$ cat config.mk
export PLATFORM = sky130hd
export DESIGN_NAME = d2h_convert
export DESIGN_NICKNAME = d
export VERILOG_FILES = /design/src/rtl/d2h_pkg.sv /design/src/rtl/d2h_unpack.sv /design/src/rtl/d2h_denorm.sv /design/src/rtl/d2h_round.sv /design/src/rtl/d2h_convert.sv
export SDC_FILE = /design/constraint.sdc
export NUM_CORES = 1
export LEC_CHECK = 0
export ABC_AREA = 0
export BUFFER_PORTS_ARGS = -buffer_cell sky130_fd_sc_hd__buf_2
export CELL_PAD_IN_SITES_DETAIL_PLACEMENT = 1
export CELL_PAD_IN_SITES_GLOBAL_PLACEMENT = 2
export CORE_MARGIN = 2
export CORE_UTILIZATION = 29
export CTS_BUF_LIST = sky130_fd_sc_hd__clkbuf_16
export CTS_CLUSTER_SIZE = 28
export DETAILED_ROUTE_END_ITERATION = 7
export PLACE_DENSITY = 0.84
export SETUP_SLACK_MARGIN = 0.5
export SLEW_MARGIN = 20
export SYNTH_ARGS = -nofsm -noshare
export SYNTH_HDL_FRONTEND = slang
export SYNTH_SLANG_ARGS = --single-unit
$ cat constraint.sdc
create_clock -name clk -period 5.62 [get_ports clk]
set_input_delay 1.124 -clock clk [delete_from_list [all_inputs] [get_ports clk]]
set_output_delay 1.124 -clock clk [all_outputs]
set_load 0.005 [all_outputs]
$ cat src/rtl/d2h_pkg.sv
package d2h_pkg;

   // Result class chosen from the rebiased exponent and the source field
   typedef enum logic [1:0] {
      KIND_NORMAL  = 2'd0,
      KIND_TINY    = 2'd1,
      KIND_HUGE    = 2'd2,
      KIND_SPECIAL = 2'd3
   } d2h_kind_e;

   // Clamp a signed shift request into 0..hi
   function automatic int clamp_shift(input int raw, input int hi);
      if (raw < 0)
         return 0;
      else if (raw > hi)
         return hi;
      else
         return raw;
   endfunction

endpackage

$ cat src/rtl/d2h_unpack.sv
module d2h_unpack
   import d2h_pkg::*;
#(
   parameter int SRC_EXP_W = 11,
   parameter int SRC_MAN_W = 52,
   parameter int DST_EXP_W = 5,
   parameter int DST_MAN_W = 10
) (
   input  logic [SRC_EXP_W+SRC_MAN_W:0] src,
   output logic                         sign,
   output logic signed [31:0]           exp_rb,
   output logic [DST_MAN_W+1:0]         sig,
   output d2h_kind_e                    kind
);
   localparam int SIG_W    = DST_MAN_W + 2;
   localparam int KEEP     = DST_MAN_W + 1;
   localparam int DROP     = SRC_MAN_W - KEEP;
   localparam int SRC_BIAS = (1 << (SRC_EXP_W - 1)) - 1;
   localparam int DST_BIAS = (1 << (DST_EXP_W - 1)) - 1;
   localparam int REBIAS   = DST_BIAS - SRC_BIAS;
   localparam int MAX_E    = (1 << DST_EXP_W) - 2;

   logic [SRC_EXP_W-1:0] exp_f;
   logic [SRC_MAN_W-1:0] man_f;

   assign {sign, exp_f, man_f} = src;

   always_comb begin
      exp_rb = $signed({{(32-SRC_EXP_W){1'b0}}, exp_f}) + REBIAS;
      // kept fraction bits plus guard, then everything below folded into one sticky
      sig    = {man_f[SRC_MAN_W-1 -: KEEP], |man_f[DROP-1:0]};
      if (&exp_f)
         kind = KIND_SPECIAL;
      else if (exp_rb > MAX_E)
         kind = KIND_HUGE;
      else if (exp_rb < 1)
         kind = KIND_TINY;
      else
         kind = KIND_NORMAL;
   end

   if (SIG_W != KEEP + 1) begin : g_bad_sig
      $error("d2h_unpack: significand width mismatch");
   end

endmodule

$ cat src/rtl/d2h_denorm.sv
module d2h_denorm
   import d2h_pkg::*;
#(
   parameter int DST_MAN_W = 10
) (
   input  logic signed [31:0]   exp_rb,
   input  logic [DST_MAN_W+1:0] sig,
   output logic [DST_MAN_W+2:0] den
);
   localparam int SIG_W  = DST_MAN_W + 2;
   localparam int WIDE_W = SIG_W + 1;
   localparam int SH_MAX = DST_MAN_W + 3;
   localparam int SH_W   = $clog2(SH_MAX + 1);

   logic [SH_W-1:0]             amt;
   logic [SH_W:0][WIDE_W-1:0]   stg;
   logic [SH_W:0]               lost;

   always_comb begin
      amt = SH_W'(clamp_shift(32'sd1 - exp_rb, SH_MAX));
   end

   // hidden one restored above the significand
   assign stg[0]  = {1'b1, sig};
   assign lost[0] = 1'b0;

   // log-depth right shifter, each stage folds the bits it drops into sticky
   for (genvar k = 0; k < SH_W; k++) begin : g_stage
      localparam int STEP = 1 << k;
      if (STEP < WIDE_W) begin : g_part
         assign stg[k+1]  = amt[k] ? (stg[k] >> STEP) : stg[k];
         assign lost[k+1] = lost[k] | (amt[k] & (|stg[k][STEP-1:0]));
      end else begin : g_full
         assign stg[k+1]  = amt[k] ? '0 : stg[k];
         assign lost[k+1] = lost[k] | (amt[k] & (|stg[k]));
      end
   end

   assign den = stg[SH_W] | {{(WIDE_W-1){1'b0}}, lost[SH_W]};

endmodule

$ cat src/rtl/d2h_round.sv
module d2h_round #(
   parameter int DST_EXP_W = 5,
   parameter int DST_MAN_W = 10
) (
   input  logic [DST_EXP_W+DST_MAN_W+1:0] cand,
   output logic [DST_EXP_W+DST_MAN_W-1:0] mag
);
   localparam int CAND_W = DST_EXP_W + DST_MAN_W + 2;
   localparam int MAG_W  = DST_EXP_W + DST_MAN_W;

   logic [2:0] tail;
   logic       bump;

   // tail = {kept lsb, guard, sticky}; increment on guard with sticky or odd lsb
   always_comb begin
      tail = cand[2:0];
      bump = (tail == 3'd3) || (tail > 3'd5);
      mag  = cand[CAND_W-1:2] + MAG_W'(bump);
   end

endmodule

$ cat src/rtl/d2h_convert.sv
module d2h_convert
   import d2h_pkg::*;
#(
   parameter int SRC_EXP_W = 11,
   parameter int SRC_MAN_W = 52,
   parameter int DST_EXP_W = 5,
   parameter int DST_MAN_W = 10
) (
   input  logic                         clk,
   input  logic                         rst_n,
   input  logic                         in_valid,
   input  logic [SRC_EXP_W+SRC_MAN_W:0] in_data,
   output logic                         out_valid,
   output logic [DST_EXP_W+DST_MAN_W:0] out_data
);
   localparam int SIG_W  = DST_MAN_W + 2;
   localparam int WIDE_W = SIG_W + 1;
   localparam int CAND_W = DST_EXP_W + DST_MAN_W + 2;
   localparam int MAG_W  = DST_EXP_W + DST_MAN_W;
   localparam logic [MAG_W-1:0] INF_MAG  = MAG_W'(((1 << DST_EXP_W) - 1) << DST_MAN_W);
   localparam logic [MAG_W-1:0] QNAN_MAG = INF_MAG | MAG_W'(1 << (DST_MAN_W - 1));

   if (SRC_MAN_W < DST_MAN_W + 2) begin : g_chk_man
      $error("d2h_convert: source fraction too narrow");
   end
   if (SRC_EXP_W <= DST_EXP_W) begin : g_chk_exp
      $error("d2h_convert: source exponent must be wider");
   end
   if (SRC_EXP_W > 24 || DST_EXP_W < 2) begin : g_chk_range
      $error("d2h_convert: exponent widths outside supported range");
   end
   if (DST_MAN_W < 2) begin : g_chk_dman
      $error("d2h_convert: destination fraction too narrow");
   end

   logic                  sign;
   logic signed [31:0]    exp_rb;
   logic [SIG_W-1:0]      sig;
   d2h_kind_e             kind;
   logic [WIDE_W-1:0]     den;
   logic [CAND_W-1:0]     cand;
   logic [MAG_W-1:0]      rounded;
   logic [MAG_W-1:0]      mag_sel;

   d2h_unpack #(
      .SRC_EXP_W (SRC_EXP_W),
      .SRC_MAN_W (SRC_MAN_W),
      .DST_EXP_W (DST_EXP_W),
      .DST_MAN_W (DST_MAN_W)
   ) i_unpack (
      .src    (in_data),
      .sign   (sign),
      .exp_rb (exp_rb),
      .sig    (sig),
      .kind   (kind)
   );

   d2h_denorm #(
      .DST_MAN_W (DST_MAN_W)
   ) i_denorm (
      .exp_rb (exp_rb),
      .sig    (sig),
      .den    (den)
   );

   // normal candidate is the rebiased exponent placed above the 12-bit significand
   always_comb begin
      if (kind == KIND_TINY)
         cand = CAND_W'(den);
      else
         cand = {exp_rb[DST_EXP_W-1:0], sig};
   end

   d2h_round #(
      .DST_EXP_W (DST_EXP_W),
      .DST_MAN_W (DST_MAN_W)
   ) i_round (
      .cand (cand),
      .mag  (rounded)
   );

   always_comb begin
      unique case (kind)
         KIND_SPECIAL: mag_sel = (sig != '0) ? QNAN_MAG : INF_MAG;
         KIND_HUGE:    mag_sel = INF_MAG;
         default:      mag_sel = rounded;
      endcase
   end

   always_ff @(posedge clk) begin
      if (!rst_n) begin
         out_valid <= 1'b0;
         out_data  <= '0;
      end else begin
         out_valid <= in_valid;
         if (in_valid)
            out_data <= {sign, mag_sel};
      end
   end

endmodule

; ---- Word-level counts from Yosys, hierarchy flattened
; Index checks and enable logic that the tools add are counted.
; Widths: inputs -> output; s select.
[op_classes]
addsub = 3
order_cmp = 5
n_eq_ne = 4
mux = 12
bitwise = 8
n_reduce_logical = 7
[op_table]
columns = op, n
row1 = $mux 13, 4
row2 = $reduce_or 41->1, 1
row3 = $pmux 15 s2, 1
row4 = $mux 17, 1
row5 = $add 15x1->15, 1
row6 = $gt 14x5->1 const B, 1
row7 = $lt 14x1->1 const B, 1
row8 = $sub 2x13->14 const A, 1
row9 = $add 12x11->13 const B, 1
row10 = $gt 13x6->1 const B, 1
row11 = $lt 13x2->1 const B, 1
row12 = $or 13x1->13, 1
row13 = $reduce_bool 12->1, 1
row14 = $reduce_and 11->1, 1
row15 = $mux 10, 1
row16 = $mux 4, 2
row17 = $reduce_or 8->1, 1
row18 = $and 1x1->1, 4
row19 = $eq 2x2->1 const B, 2
row20 = $mux 2, 2
row21 = $reduce_or 4->1, 1
row22 = $eq 3x2->1 const B, 1
row23 = $gt 3x3->1 const B, 1
row24 = $or 1x1->1, 3
row25 = 4 further kinds, 4
[totals]
reg_bits = 17
in_bits = 67
elab_cells = 41

; ---- Depth between registers and ports, before layout
[logic_depth]
ltp_word = 17
mapped_depth = 24
depth_no_buf = 22

; ---- Hierarchy
; A second synthesis with hierarchy kept.
[hier_totals]
hier_cells = 436
hier_area_um2 = 3344.5
[modules_own_cells]
columns = mod, n_inst, cells_each, area_each_um2, seq_area_each_um2
row1 = d2h_denorm, 1, 224, 1581.5, 0.0
row2 = d2h_convert, 1, 86, 888.4, 340.3
row3 = d2h_unpack, 1, 87, 589.3, 0.0
row4 = d2h_round, 1, 39, 285.3, 0.0

; ---- Least setup slack after synthesis
; Ideal clock, no wire load.
[synth_path]
path_kind = input port to flip-flop
start = in in_data[56]
end = reg out_data[13]
arrival_time_ns = 5.080
required_time_ns = 5.532
slack_ns = 0.452
cell_stages = 21
path_cell_list = ha_1 or4b_1 or2_4 xor2_1 a31oi_4 a211oi_2 a31o_1 buf_4 clkbuf_1 mux2i_1 nand2_1 nand3_1 o21ai_0 nor4_1 o32ai_1 ha_1 o21ai_1 a211oi_4 nand4_2 and4b_1 nor4_2
[synth_via]
elab_chain_cells = 17
word_cells_on_any_way = 36
[synth_rtl]
columns = element, line
row1 = "start, declared", d2h_convert.sv:12  ; input logic [SRC_EXP_W+SRC_MAN_W:0] in_data,
row2 = $add 12x11->13, d2h_unpack.sv:29  ; exp_rb = $signed({{(32-SRC_EXP_W){1'b0}}, exp_f}) + REBIAS;
row3 = $sub 2x13->14, d2h_denorm.sv:20  ; amt = SH_W'(clamp_shift(32'sd1 - exp_rb, SH_MAX));
row4 = $gt 14x5->1, d2h_pkg.sv:15  ; else if (raw > hi)
row5 = $mux 4, d2h_pkg.sv:15
row6 = $mux 4, d2h_pkg.sv:13  ; if (raw < 0)
row7 = $mux 13, d2h_denorm.sv:31  ; assign stg[k+1] = amt[k] ? (stg[k] >> STEP) : stg[k];
row8 = $mux 13 or $reduce_or 2->1 (tied branches), "d2h_denorm.sv:31, d2h_denorm.sv:32"
row9 = "$mux 13, or another cell as far along", d2h_denorm.sv:31
row10 = "$reduce_or 8->1, or another cell as far along", d2h_denorm.sv:32  ; assign lost[k+1] = lost[k] | (amt[k] & (|stg[k][STEP-1:0]));
row11 = $and 1x1->1 or $or 1x1->1 (tied branches), d2h_denorm.sv:32
row12 = $or 1x1->1, d2h_denorm.sv:32
row13 = $or 13x1->13, d2h_denorm.sv:39  ; assign den = stg[SH_W] | {{(WIDE_W-1){1'b0}}, lost[SH_W]};
row14 = $mux 17, d2h_convert.sv:68  ; if (kind == KIND_TINY)
row15 = $gt 3x3->1 or $eq 3x2->1 (tied branches), d2h_round.sv:17  ; bump = (tail == 3'd3) || (tail > 3'd5);
row16 = $logic_or 1x1->1, d2h_round.sv:17
row17 = $add 15x1->15, d2h_round.sv:18  ; mag = cand[CAND_W-1:2] + MAG_W'(bump);
row18 = $pmux 15 s2 *, d2h_convert.sv:83  ; unique case (kind)
row19 = "end signal, assigned", d2h_convert.sv:97  ; out_data <= {sign, mag_sel};
row20 = "end, declared", d2h_convert.sv:14  ; output logic [DST_EXP_W+DST_MAN_W:0] out_data
; Mark *: on every way between the ends. The rest lies on a longest branch, timed or not.
; A chain may end at the register's enable or synchronous reset.

; ---- Worst setup path after layout
[layout_path]
start = in in_data[57]
end = reg out_data[9]
; The elaborated chain is that of the path after synthesis.

==> flow_summary.ini <==
[run_status]
run_status = finished clean

[clock_tree]
numCtsBuffers = 3
clock_tree.buffer_depth = 2
post_cts_hold_buffer_count = 0
cts.htree.levels = 1
cts.clk_slew.worst_paths_ns = 0.05
cts_root_buffer = clkbuf_16
cts_sinks = 17
cts_tree = done
clock_insertion_delay_worst_skew_ns = 0.25

[critical_path]
crit_fanout = 6
cp_class = input pin to flop
critical_path.cell_chain = buf_8 > ha_4 > or4b_4 > or2_4 > nand2b_4 > o21bai_4 > buf_12 > a2111oi_4 > a21oi_2 > nor2_1 > a21oi_2 > o21ai_2 > nor4_2 > o32ai_2 > ha_2 > o21ai_2 > a211oi_4 > nand4_2 > buf_6 > xnor2_2 > a21oi_1
critical_path.max_stage_delay_ns = 0.45
worstPathRequired_ns = 5.80
cp_max_delay_cell = or4b_4
crit_path_end_kind = flop
worstSetupStartpointType = input pin
regToRegSetupSlack_ns = 4.80
arrival_ns = 5.29

[sta]
max_clock_skew_ns = 0
setup_viol = 0
final-max-slew-violation-count = 0
shortest_clock_period_the_worst_path_allows_after_layout_ns = 5.11
grt_setup_unrepaired = yes
timing_worst_slew_pin_value_ns = 0.668
max_slew_margin_pct = 55.2
final.hold.worst_slack_ns = 0.472
timing.final.hold_violations = 0
max_freq_mhz = 196
timing.final.crit_share_pct = 90.9

[synth]
yosys-top-cells-area = dfxtp_1 (12%), a21oi_1 (4.6%), nor2_1 (4.5%), nand2_1 (3.5%), nand4_1 (3.2%)
number_of_flops_mapped_to_enable_cells_by_yosys = 0
yosys.cell_types.count = 88
synthesis.yosys.warnings = 0
synth-async-reset-ratio_pct = 0
synth-seq-area-share_pct = 11.7
yosys.area.top_type = dfxtp_1
syn-cell-area_um2 = 2910
synth_fp_nets = 481
avgSynthCellArea_um2 = 7.14
synth_top_cell_area_share_pct = 11.7
synthCells = 408
postSynthRegisterBits = 17
synth_ff_type = dfxtp_1

[die]
die_area_um2 = 10900
dieHeight_um = 104
top_level_ports = 84
floorplan.initialDensity_pct = 29.8
core.rowCount = 36
die_wd_um = 104
core_area_um2 = 9770

[pwr]
static-leakage-power_nw = 1.67
cellPowerDensity_nw_per_um2 = 133
post-layout-total-power_mw = 0.560
vdd_drop_max_mv = 0.115

[routing]
routed_wl_um = 13400
post-route-drc-count = 0
routedWlPerCell_um = 20.7
detail_route.first_pass.iterations = 4
dr.first_iter.drc_count = 329
via_per_inst = 6.02
detail-route-antenna-nets = 0
num_vias = 3893

[final_layout]
layout_commonest_cell = buf_2
drive_gt1_share_pct = 40.5
count_of_antenna_diodes_in_the_layout = 0
fin_cells = 647
layout.cells.most_common_list = buf_2 (82), buf_4 (42), nor2_1 (30)
area_growth_pct = 44.7
final_net_count = 588

[global_routing]
grt_pass1_wl_um = 20300
grt_pass1_vias = 3912
total_routing_usage_gr_pct = 22.9
grt_max_degree = 28
grt_overflow = 0
grt_antenna_before_repair = 0

[placed_design]
hpwl_um = 9940
port_buffers = 83
final_weighted_congestion_in_routability_driven_placement = 0.968
placed_insts = 625

[hold_path]
class_of_the_worst_hold_path = flop to flop

[job]
timing.max_cap.violations = 0
==> power breakdown <==
group	switching (mW)	leakage (nW)	total (mW)	internal, mW
Clock	0.0515	0.0409	0.147	0.0954
Combinational	0.166	1.49	0.282	0.116
Sequential	0.00388	0.140	0.132	0.128
Total	0.221	1.67	0.560	0.339
==> final cells by class <==
type	count	area, um^2
timing repair buffer	134	877
fill	1224	5560
multi-input combinational	344	2700
clock buffer	3	75.1
inverter	15	56.3
sequential	17	340
tap	133	166
clock inverter	1	5.00
==> synth_stat cells (4+ instances only) <==
cell type and number:
o21ai_0 11, a21o_1 7, mux2i_1 6, a21oi_1 27, clkbuf_1 17, and3_1 9
nor4_1 15, o22ai_1 4, o211ai_1 6, nor2_1 35, nand4_1 15, nor3_1 16
ha_1 6, xnor2_1 8, o31ai_1 5, dfxtp_1 17, xor2_1 9, inv_1 14
buf_2 12, a22o_1 5, a21boi_0 4, and2_1 9, nand3_1 18, nor2b_1 6
nand2_1 27, a31oi_1 11, nand2b_1 5
==> critical path, delay by kind of cell <==
kind	cells	cell delay, ns
xor gates and xnor gates	1	0.12
AOI/OAI and AO/OA	9	1.91
adders and majority gates	2	0.35
buffers and inverters	3	0.40
and+or+nand+nor	6	1.37
==> metal layers <==
| metal | wire (um) | GRT usage (%) | vias up |
|---|---|---|---|
| li1 | - | - | 1789 |
| met1 | 5470 | 27.5 | 1893 |
| met2 | 6620 | 41.2 | 169 |
| met3 | 802 | 3.70 | 42 |
| met4 | 504 | 7.63 | 0 |
| met5 | 0 | 0 | - |
==> registers in the layout (all words and copies together), names as in the netlist <==
register / flops
out_data: 16
out_valid: 1
==> through the flow <==
step                setup WS (ns)  setup TNS (ns)  utilization [%]  cell area (um^2)
floorplan                   0.558               0                -              2910
detailed placement        -0.0222         -0.0222             37.0              3610
global route                0.320               0             43.1              4220
CTS                         0.509               0             39.0              3810
finish                      0.514               0             43.1              4220
global placement            0.172               0             37.0              3610
==> timing repair <==
item / in CTS / in global routing
gates cloned: 0 / 2
buffers inserted: 5 / 11
gates resized for setup: 21 / 54
endpoints found under the setup margin: 13 / 13
hold endpoints to repair: 0 / 0
pin swaps: 8 / 30
==> cell families (layout without fill, tap and decap cells) <==
group | count (synthesis) | count (layout) | synth area share [%]
AO/OA/AOI/OAI | 137 | 137 | 37.5
XOR/XNOR | 17 | 17 | 5.11
adder cells (fa/ha/maj) | 6 | 6 | 2.58
buffers and inverters | 47 | 153 | 6.83
flip-flops | 17 | 17 | 11.7
multiplexers | 8 | 8 | 2.84
AND/OR/NAND/NOR | 176 | 176 | 33.5
==> final timing paths <==
| kind | startpoint | endpoint | cells past startpoint |
|---|---|---|---|
| setup / recovery | in_data[57] | out_data[9]$_SDFFE_PN0P_ | 21 |
| hold / removal | out_data[5]$_SDFFE_PN0P_ | out_data[5]$_SDFFE_PN0P_ | 2 |
| setup reg to reg | out_data[13]$_SDFFE_PN0P_ | out_data[13]$_SDFFE_PN0P_ | 2 |
| hold reg to reg | out_data[5]$_SDFFE_PN0P_ | out_data[5]$_SDFFE_PN0P_ | 2 |
No activity file was read; power rests on OpenSTA's default activity.
